[src/rtl/irq_enc_pkg.sv]
package irq_enc_pkg;
    typedef enum logic [1:0] {
        GRP_CRIT = 2'd0,
        GRP_MAIN = 2'd1,
        GRP_PERI = 2'd2,
        GRP_DMA  = 2'd3
    } grp_e;

    typedef enum logic {
        ST_QUIET,
        ST_SIGNAL
    } out_st_e;

    localparam logic [1:0] CRIT_BOOST_CODE = 2'd2;
    localparam logic [4:0] MAIN_BOOST_CODE = 5'd4;
    localparam logic [1:0] PRI_MED  = 2'd1;
    localparam logic [1:0] PRI_HIGH = 2'd2;

    localparam int ADDR_W = 3;
    localparam logic [ADDR_W-1:0] A_STATUS = 3'd0;
    localparam logic [ADDR_W-1:0] A_MMASK  = 3'd1;
    localparam logic [ADDR_W-1:0] A_PMASK  = 3'd2;
    localparam int A_PRIO0 = 3;
    localparam int PRIO_PER_WORD = 16;

    localparam int CRIT_LSB = 8;
    localparam int CRIT_VLD = 10;
    localparam int MAIN_LSB = 16;
    localparam int MAIN_VLD = 21;
    localparam int PERI_LSB = 24;
    localparam int PERI_VLD = 29;
endpackage

[src/rtl/irq_pick_lowest.sv]
module irq_pick_lowest #(
    parameter int W = 4,
    localparam int IW = (W > 1) ? $clog2(W) : 1
) (
    input  logic [W-1:0]  req,
    output logic          any,
    output logic [IW-1:0] idx
);
    always_comb begin
        any = |req;
        idx = '0;
        for (int i = W - 1; i >= 0; i--) begin
            if (req[i]) idx = IW'(i);
        end
    end


    always_comb begin
        if (any) begin
            lowest_hit_chk: assert (req[idx] && ((req & ((W'(1) << idx) - W'(1))) == '0));
        end
    end
endmodule

[src/rtl/irq_cfg_regs.sv]
module irq_cfg_regs
    import irq_enc_pkg::*;
#(
    parameter int NMAIN = 16,
    parameter int NPER  = 24,
    localparam int PW   = (NPER + PRIO_PER_WORD - 1) / PRIO_PER_WORD
) (
    input  logic                  clk,
    input  logic                  rst_n,
    input  logic                  wr_en,
    input  logic [ADDR_W-1:0]     wr_addr,
    input  logic [31:0]           wr_data,
    input  logic [ADDR_W-1:0]     rd_addr,
    input  logic [31:0]           status_in,
    output logic [31:0]           rd_data,
    output logic [NMAIN-1:0]      main_mask,
    output logic [NPER-1:0]       per_mask,
    output logic [NPER-1:0][1:0]  per_prio
);
    logic [PW-1:0][31:0] prio_word;

    always_ff @(posedge clk) begin
        if (!rst_n) begin
            main_mask <= '1;
            per_mask  <= '1;
            per_prio  <= '0;
        end else if (wr_en) begin
            if (wr_addr == A_MMASK) main_mask <= wr_data[NMAIN-1:0];
            if (wr_addr == A_PMASK) per_mask  <= wr_data[NPER-1:0];
            for (int i = 0; i < NPER; i++) begin
                if (wr_addr == ADDR_W'(A_PRIO0 + i / PRIO_PER_WORD))
                    per_prio[i] <= wr_data[2*(i%PRIO_PER_WORD) +: 2];
            end
        end
    end

    always_comb begin
        prio_word = '0;
        for (int i = 0; i < NPER; i++)
            prio_word[i/PRIO_PER_WORD][2*(i%PRIO_PER_WORD) +: 2] = per_prio[i];
    end

    always_comb begin
        rd_data = '0;
        if (rd_addr == A_STATUS) rd_data = status_in;
        if (rd_addr == A_MMASK)  rd_data[NMAIN-1:0] = main_mask;
        if (rd_addr == A_PMASK)  rd_data[NPER-1:0]  = per_mask;
        for (int k = 0; k < PW; k++) begin
            if (rd_addr == ADDR_W'(A_PRIO0 + k)) rd_data = prio_word[k];
        end
    end


    status_write_ignored_chk: assert property (@(posedge clk) disable iff (!rst_n)
        (wr_en && (wr_addr == A_STATUS || int'(wr_addr) >= A_PRIO0 + PW))
        |=> ($stable(main_mask) && $stable(per_mask) && $stable(per_prio)));
endmodule

[src/rtl/tri_group_irq_encoder.sv]
module tri_group_irq_encoder
    import irq_enc_pkg::*;
#(
    parameter int NMAIN = 16,
    parameter int NPER  = 24,
    parameter int NDMA  = 16
) (
    input  logic              clk,
    input  logic              rst_n,
    input  logic [2:0]        crit_req,
    input  logic [NMAIN-1:0]  main_req,
    input  logic [NPER-1:0]   per_req,
    input  logic [NDMA-1:0]   dma_pend,
    input  logic              wr_en,
    input  logic [2:0]        wr_addr,
    input  logic [31:0]       wr_data,
    input  logic [2:0]        rd_addr,
    output logic [31:0]       rd_data,
    output logic              irq_req,
    output logic [7:0]        irq_id
);
    localparam int MCODES = NMAIN + 1;
    localparam int MIW    = $clog2(MCODES);
    localparam int PIW    = $clog2(NPER);
    localparam int DIW    = $clog2(NDMA);

    logic [NMAIN-1:0]     main_mask;
    logic [NPER-1:0]      per_mask;
    logic [NPER-1:0][1:0] per_prio;
    logic [31:0]          status;

    logic [NMAIN-1:0] main_act;
    logic [NPER-1:0]  per_act, per_hi, per_med, per_nrm, per_sel;
    logic [3:0]       crit_vec;
    logic [MCODES-1:0] main_vec;

    logic             crit_any, main_any, per_any, dma_any, any_irq;
    logic [1:0]       crit_code;
    logic [MIW-1:0]   main_idx;
    logic [PIW-1:0]   per_idx;
    logic [DIW-1:0]   dma_idx;
    logic [4:0]       main_code, per_code;
    logic [7:0]       id_next;
    logic             use_per;
    out_st_e          state, state_nx;

    irq_cfg_regs #(.NMAIN(NMAIN), .NPER(NPER)) i_regs (
        .clk(clk), .rst_n(rst_n), .wr_en(wr_en), .wr_addr(wr_addr),
        .wr_data(wr_data), .rd_addr(rd_addr), .status_in(status),
        .rd_data(rd_data), .main_mask(main_mask), .per_mask(per_mask),
        .per_prio(per_prio)
    );

    assign main_act = main_req & ~main_mask;
    assign per_act  = per_req & ~per_mask;

    for (genvar i = 0; i < NPER; i++) begin : g_cls
        assign per_hi[i]  = per_act[i] && (per_prio[i] == PRI_HIGH);
        assign per_med[i] = per_act[i] && (per_prio[i] == PRI_MED);
        assign per_nrm[i] = per_act[i] && !per_hi[i] && !per_med[i];
    end

    assign per_sel  = (|per_hi) ? per_hi : ((|per_med) ? per_med : per_nrm);
    assign crit_vec = {crit_req[2], |per_hi, crit_req[1], crit_req[0]};

    for (genvar c = 0; c < MCODES; c++) begin : g_mcode
        if (c < 4) begin : g_low
            assign main_vec[c] = main_act[c];
        end else if (c == 4) begin : g_boost
            assign main_vec[c] = |per_med;
        end else begin : g_high
            assign main_vec[c] = main_act[c-1];
        end
    end

    irq_pick_lowest #(.W(4))      i_pick_crit (.req(crit_vec), .any(crit_any), .idx(crit_code));
    irq_pick_lowest #(.W(MCODES)) i_pick_main (.req(main_vec), .any(main_any), .idx(main_idx));
    irq_pick_lowest #(.W(NPER))   i_pick_per  (.req(per_sel),  .any(per_any),  .idx(per_idx));
    irq_pick_lowest #(.W(NDMA))   i_pick_dma  (.req(dma_pend), .any(dma_any),  .idx(dma_idx));

    assign main_code = 5'(main_idx);
    assign per_code  = 5'(per_idx);
    assign any_irq   = crit_any || main_any || per_any;

    always_comb begin
        status = '0;
        status[CRIT_LSB +: 2] = crit_code;
        status[CRIT_VLD]      = crit_any;
        status[MAIN_LSB +: 5] = main_code;
        status[MAIN_VLD]      = main_any;
        status[PERI_LSB +: 5] = per_code;
        status[PERI_VLD]      = per_any;
    end

    always_comb begin
        id_next = '0;
        use_per = 1'b0;
        if (crit_any) begin
            if (crit_code == CRIT_BOOST_CODE) use_per = 1'b1;
            else id_next = {GRP_CRIT, 6'(crit_code)};
        end else if (main_any) begin
            if (main_code == MAIN_BOOST_CODE) use_per = 1'b1;
            else id_next = {GRP_MAIN, 6'(main_code)};
        end else if (per_any) begin
            use_per = 1'b1;
        end
        if (use_per) begin
            if (per_code == 5'd0 && dma_any) id_next = {GRP_DMA, 6'(dma_idx)};
            else id_next = {GRP_PERI, 6'(per_code)};
        end
    end

    always_ff @(posedge clk) begin
        if (!rst_n) state <= ST_QUIET;
        else        state <= state_nx;
    end

    always_comb begin
        state_nx = state;
        unique case (state)
            ST_QUIET:  state_nx = any_irq ? ST_SIGNAL : ST_QUIET;
            ST_SIGNAL: state_nx = any_irq ? ST_SIGNAL : ST_QUIET;
        endcase
    end

    always_ff @(posedge clk) begin
        if (!rst_n)    irq_id <= '0;
        else if (any_irq) irq_id <= id_next;
        else           irq_id <= '0;
    end

    assign irq_req = (state == ST_SIGNAL);


    irq_follows_chk: assert property (@(posedge clk) disable iff (!rst_n)
        any_irq |=> irq_req);

    quiet_follows_chk: assert property (@(posedge clk) disable iff (!rst_n)
        !any_irq |=> (!irq_req && irq_id == 8'd0));

    id_ceiling_chk: assert property (@(posedge clk) disable iff (!rst_n)
        irq_req |-> (irq_id <= 8'hD0));

    main_yields_chk: assert property (@(posedge clk) disable iff (!rst_n)
        (irq_req && irq_id[7:6] == GRP_MAIN) |-> $past(!crit_any));

    dma_group_chk: assert property (@(posedge clk) disable iff (!rst_n)
        (irq_req && irq_id[7:6] == GRP_DMA) |-> $past(dma_any && per_any));
endmodule

[config.mk]
export PLATFORM = sky130hd
export DESIGN_NAME = tri_group_irq_encoder
export DESIGN_NICKNAME = d
export VERILOG_FILES = /design/src/rtl/irq_enc_pkg.sv /design/src/rtl/irq_pick_lowest.sv /design/src/rtl/irq_cfg_regs.sv /design/src/rtl/tri_group_irq_encoder.sv
export SDC_FILE = /design/constraint.sdc
export NUM_CORES = 1
export LEC_CHECK = 0
export ABC_AREA = 1
export CAP_MARGIN = 15
export CORE_MARGIN = 2
export CORE_UTILIZATION = 30
export CTS_CLUSTER_SIZE = 40
export DETAILED_ROUTE_END_ITERATION = 10
export PLACE_DENSITY = 0.6
export SLEW_MARGIN = 10
export SYNTH_ARGS = -nofsm -noshare
export SYNTH_HDL_FRONTEND = slang
export SYNTH_SLANG_ARGS = --single-unit
[constraint.sdc]
create_clock -name clk -period 5.3 [get_ports clk]
set_input_delay 0.53 -clock clk [delete_from_list [all_inputs] [get_ports clk]]
set_output_delay 0.53 -clock clk [all_outputs]
set_load 0.02 [all_outputs]
# ---- Yosys cells after proc, flatten, opt, wreduce, memory -nomap -nowiden
# Cells that the tools add are included.
dict set report totals {
  output_inout_bits 41
  elab_cells 330
  ff_bits 97
}
dict set report classes {
  bitwise_logic 4
  muxes 80
  n_eq_ne 58
  reduce_logical 160
}
# op n
set op_table {}
lappend op_table {{5-bit two-way mux} 41}
lappend op_table {{1-bit logical AND} 97}
lappend op_table {{24-bit two-way mux} 3}
lappend op_table {{24-bit OR reduction} 3}
lappend op_table {{32-bit two-way mux} 2}
lappend op_table {{4-bit two-way mux} 16}
lappend op_table {{2-bit equality test, second input constant} 25}
lappend op_table {{2-bit by 1-bit equality test with 1-bit output, second input constant} 24}
lappend op_table {{1-bit zero test} 48}
lappend op_table {{40-bit OR reduction} 1}
lappend op_table {{30-bit two-way mux} 1}
lappend op_table {{27-bit OR reduction} 1}
lappend op_table {{24-bit AND} 1}
lappend op_table {{24-bit NOT} 1}
lappend op_table {{7-bit two-way mux} 3}
lappend op_table {{16-bit AND} 1}
lappend op_table {{16-bit two-way mux} 1}
lappend op_table {{8-bit two-way mux} 2}
lappend op_table {{16-bit NOT} 1}
lappend op_table {{16-bit OR reduction} 1}
lappend op_table {{3-bit by 2-bit equality test with 1-bit output, second input constant} 4}
lappend op_table {{2-bit two-way mux} 5}
lappend op_table {{2-bit AND reduction} 5}
lappend op_table {{3-bit by 1-bit equality test with 1-bit output, second input constant} 2}
lappend op_table {{6 further kinds} 13}

# ---- Depth between registers and ports, before layout
dict set report depth {
  word_depth 37
  depth_mapped 39
  mapped_depth_nobuf 39
}

# ---- Modules after synthesis
# From an unflattened synthesis, not the netlist that was laid out.
dict set report unflattened {
  cells_unflattened 1284
  hier_area_um2 7233.2
}
# mod area_each_um2 cells_each instances
set by_module_without_submodules {}
lappend by_module_without_submodules {irq_cfg_regs 4025.1 612 1}
lappend by_module_without_submodules {tri_group_irq_encoder 2403.6 483 1}
lappend by_module_without_submodules {{irq_pick_lowest at i_pick_per} 322.8 79 1}
lappend by_module_without_submodules {{irq_pick_lowest at i_pick_main} 226.5 52 1}
lappend by_module_without_submodules {{irq_pick_lowest at i_pick_dma} 209.0 49 1}
lappend by_module_without_submodules {{irq_pick_lowest at i_pick_crit} 46.3 9 1}

# ---- Worst setup path before layout
# OpenSTA, ideal clock, no wires.
dict set report synth_timing {
  kind {input-to-output}
  startpoint {in per_req[0]}
  endpoint {out rd_data[24]}
  cell_stages 35
  required_ns 4.770
  path_slack_ns 2.007
  n_path_buf 0
  t_arrival_ns 2.763
  cell_sequence {inv_1 nor2_2 nand2_2 nand2_1 nor2_1 nand2_2 nor2_4 nand2_4 inv_2 nand2_1 nand3b_1 nand2_1 nand2_1 nand2_1 nand2_1 nand2_1 nand2_1 nand2_1 nand2_1 nand2_1 nand2_1 nand2_1 nand2_1 nand2_1 nand2_1 nand2_1 nand2_1 nand2_1 nand2_1 nand2_1 nand2_1 nand2_1 nand2_1 nand2_2 o22ai_1}
}
dict set report synth_between {
  elab_chain_len 32
  elab_cells_between_ends 38
  cone_classes {mux: 29; bitwise: 1; reduce/logical: 8}
}
# item line
set synth_rtl {}
lappend synth_rtl {{from (decl)} tri_group_irq_encoder.sv:12} ;# input logic [NPER-1:0] per_req,
lappend synth_rtl {{24-bit AND (*)} tri_group_irq_encoder.sv:55} ;# assign per_act = per_req & ~per_mask;
lappend synth_rtl {{1-bit logical AND} tri_group_irq_encoder.sv:59} ;# assign per_med[i] = per_act[i] && (per_prio[i] == PRI_MED);
lappend synth_rtl {{24-bit OR reduction} tri_group_irq_encoder.sv:63} ;# assign per_sel = (|per_hi) ? per_hi : ((|per_med) ? per_med : per_nrm);
lappend synth_rtl {{24-bit two-way mux} tri_group_irq_encoder.sv:63}
lappend synth_rtl {{24-bit two-way mux (*)} tri_group_irq_encoder.sv:63}
lappend synth_rtl {{5-bit two-way mux (23 in series)} irq_pick_lowest.sv:13} ;# if (req[i]) idx = IW'(i);
lappend synth_rtl {{5-bit two-way mux (*)} irq_pick_lowest.sv:13}
lappend synth_rtl {{30-bit two-way mux (*)} irq_cfg_regs.sv:45} ;# if (rd_addr == A_STATUS) rd_data = status_in;
lappend synth_rtl {{32-bit two-way mux (*) (2 in series)} irq_cfg_regs.sv:49} ;# if (rd_addr == ADDR_W'(A_PRIO0 + k)) rd_data = prio_word[k];
lappend synth_rtl {{to (decl)} tri_group_irq_encoder.sv:18} ;# output logic [31:0] rd_data,
# Every way passes the cells marked *; elsewhere a longest branch is shown, timed or not.

# ---- Final worst setup path
dict set report layout_timing {
  startpoint {in per_req[3]}
  endpoint {out rd_data[24]}
}
# Same word-level chain as after synthesis.

==> metrics <==
die width=~140 um; Final Hold Vio Count=0; Critical-path top delay cell=clkdlybuf4s50_1; WL/cell=16.92 um; Finished Layout Cells=about 1.3k; vias per std cell=5.019; routed wl met3=1.534 mm; final slew viol count=0; die height=approximately 140 um; post-route cell area=between 7000 and 8000 sq um; most common cell after layout, fill and taps aside=nand2_1; Synth top area share=32.28%; metal1 wirelength=10.57 mm; total CTS buffers=9; placed cells=1333; DPL Wire Length=approximately 18 mm; Tcrit/Tclk final=93.40%; FP Rows=51; residual DRC count=0; Hold Crit Class=flip-flop to flip-flop; Setup TNS=0 ps; clk buf depth=2; layout cell share with drive strength beyond 1=slightly below 6%; Yosys reg bits=between 90 and 100; fin nets=roughly 1.2k; total grt overflow=0; first drt pass iteration count=5; clock power share=36.6%; Initial Utilization=about 30%; Crit path required time=4770 ps; # diodes=0; routability cong.=around 0.94; Syn Std Cell Area=~6000 sq um; crit path launch type=input port; CP most frequent cell=nand2_1; Switching Power=about 0.00057 W; Synth cell types=42; WL met2=10.04 mm; Worst-Skew Late Latency=around 360 ps; Post-Synthesis Cells=960; global-route wire length before repair=around 35 mm; CTS H-tree depth=3; sw frac=30.01%; P&R area growth vs syn=32.30%; Internal Power=between 0.001 and 0.0015 W; WS Path Type=input port to output port; Util after Layout=40.48%; Slew HR=about a third; clk slew on worst S/H paths=70 ps; Max VDD drop=153.1 uV; ranking of synthesized cells by area=dfxtp_1 (32%), nand2_1 (15%), o21ai_0 (8.1%); Yosys Warn Count=0; pin count of the biggest net entering global routing=65; clock root buffer=clkbuf_16; leakage power=3.508 nW; Post-Route WL=22.83 mm; Seq/Total Area, Yosys=~32%; Worst Tran Pin Value=around 1000 ps; total of max-cap violations=0; drt first-iter violations=451; Max Used Layer=met4; Core Area=about 19000 sq um; max incr delay on CP=~640 ps; Clock Skews=between 7 and 8 ps; Total GRT Usage=approximately 22%; post-CTS setup buffers=0; Mapped Nets=1060; antenna-violating nets left=0; vias in the first global route=roughly 6.3k; most frequent cells in the layout=nand2_1 (238), clkdlybuf4s50_1 (138), inv_1 (118); Max Freq=slightly above 200 MHz; CTS tree=done; syn avg cell area=between 6 and 7 sq um; FILL cells=between 2k and 2.5k; Worst Setup End Kind=output port; initial antenna violation count=0; Placed Area=between 7000 and 8000 sq um; area leader, netlist=dfxtp_1; Period minus WS final=between 4000 and 5000 ps; power density over cell area=~240 nW/um^2; Final Setup Violations=0; outcome=finished clean; unrepaired setup endpoints after global routing=no; combinational share of power=a little under a quarter; CP max FO=15; I/O pins=between 100 and 150; vias=just under 7k; clk sinks=96; Arr. time, crit path=around 4400 ps; die area=roughly 21000 sq um; I/O Buffers=around 140; sequential share of power=between 40 and 50%
[cell type report]
| type | count | area, sq um | area share (%) |
|---|---|---|---|
| timing repair buffer | 147 | 1446 | 18.36 |
| clock inverter | 4 | 51.30 | 0.6512 |
| clock buffer | 12 | 256.5 | 3.256 |
| sequential | 96 | 1922 | 24.40 |
| inverter | 134 | 503.0 | 6.385 |
| tap | 265 | 331.6 | 4.209 |
| multi-input combinational | 691 | 3367 | 42.74 |
[power groups by stage]
stage	registers, W	clock network [W]	logic (W)
floorplan	0.000782	0	0.000226
global placement	0.000783	0	0.000424
detailed placement	0.000784	0	0.000425
CTS	0.000767	0.000697	0.000427
global route	0.000770	0.000721	0.000471
finish	0.000768	0.000691	0.000429
[Yosys cell counts (all sizes together)]
library cell  number
nand2            248
inv              134
nor2             110
o21ai             99
dfxtp             96
nand3             59
a21oi             55
o211ai            35
clkbuf            33
nor3              17
a22oi             13
a21boi            12
o221ai            10
o22ai              9
buf                6
nor4               6
nand4              5
a31oi              3
o311ai             2
a2111o             1
a221oi             1
a311oi             1
a32o               1
a32oi              1
conb               1
nand3b             1
o41ai              1
[flip-flops by register name (all words and copies together) (netlist names)]
signal,cells
irq_id,7
i_regs.main_mask,16
i_regs.per_mask,24
i_regs.per_prio,48
irq_req,1
[what timing repair did]
item                       in CTS  in global routing
hold buffers                    0                  0
setup endpoints to repair       0                  1
resized for setup               0                  0
[worst paths after layout]
kind	to	from	slack, ps	cells past startpoint
setup / recovery	rd_data[24]	per_req[3]	350	35
hold / removal	i_regs.per_prio[1]$_SDFFE_PN0P_	i_regs.per_prio[1]$_SDFFE_PN0P_	480	2
hold reg to reg	i_regs.per_prio[1]$_SDFFE_PN0P_	i_regs.per_prio[1]$_SDFFE_PN0P_	480	2
setup reg to reg	irq_id[4]$_SDFF_PN0_	i_regs.per_mask[13]$_SDFFE_PN1P_	1690	21
[critical path, delay by kind of cell]
family / cells / cell delay [ps]
AOI/OAI and AO/OA: 1 / 140
buffers and inverters: 4 / 1280
and+or+nand+nor: 30 / 2440
[logic make-up after synthesis]
logic type / synth area share [%]
compound gates: 24.73
buf+inv: 11.37
flops: 32.28
other cells: 0.06298
simple gates: 31.56
[stage by stage]
step           hold slack [ps]  total power [W]  setup WS, ps
4_1_cts                  477.8         0.001891         363.3
5_1_grt                  509.6         0.001962         34.56
3_5_place_dp             466.8         0.001208         370.5
2_1_floorplan            447.6         0.001008          2007
3_3_place_gp             461.5         0.001207         357.1
6_report                 479.8         0.001887         349.9
[metal layers]
layer / vias up / global-route usage [%]
li1: 3412 / -
met1: 3057 / 30.59
met2: 263 / 34.36
met3: 38 / 2.962
met4: 0 / 9.044
met5: - / 0
(Power assumes the default switching activity.)
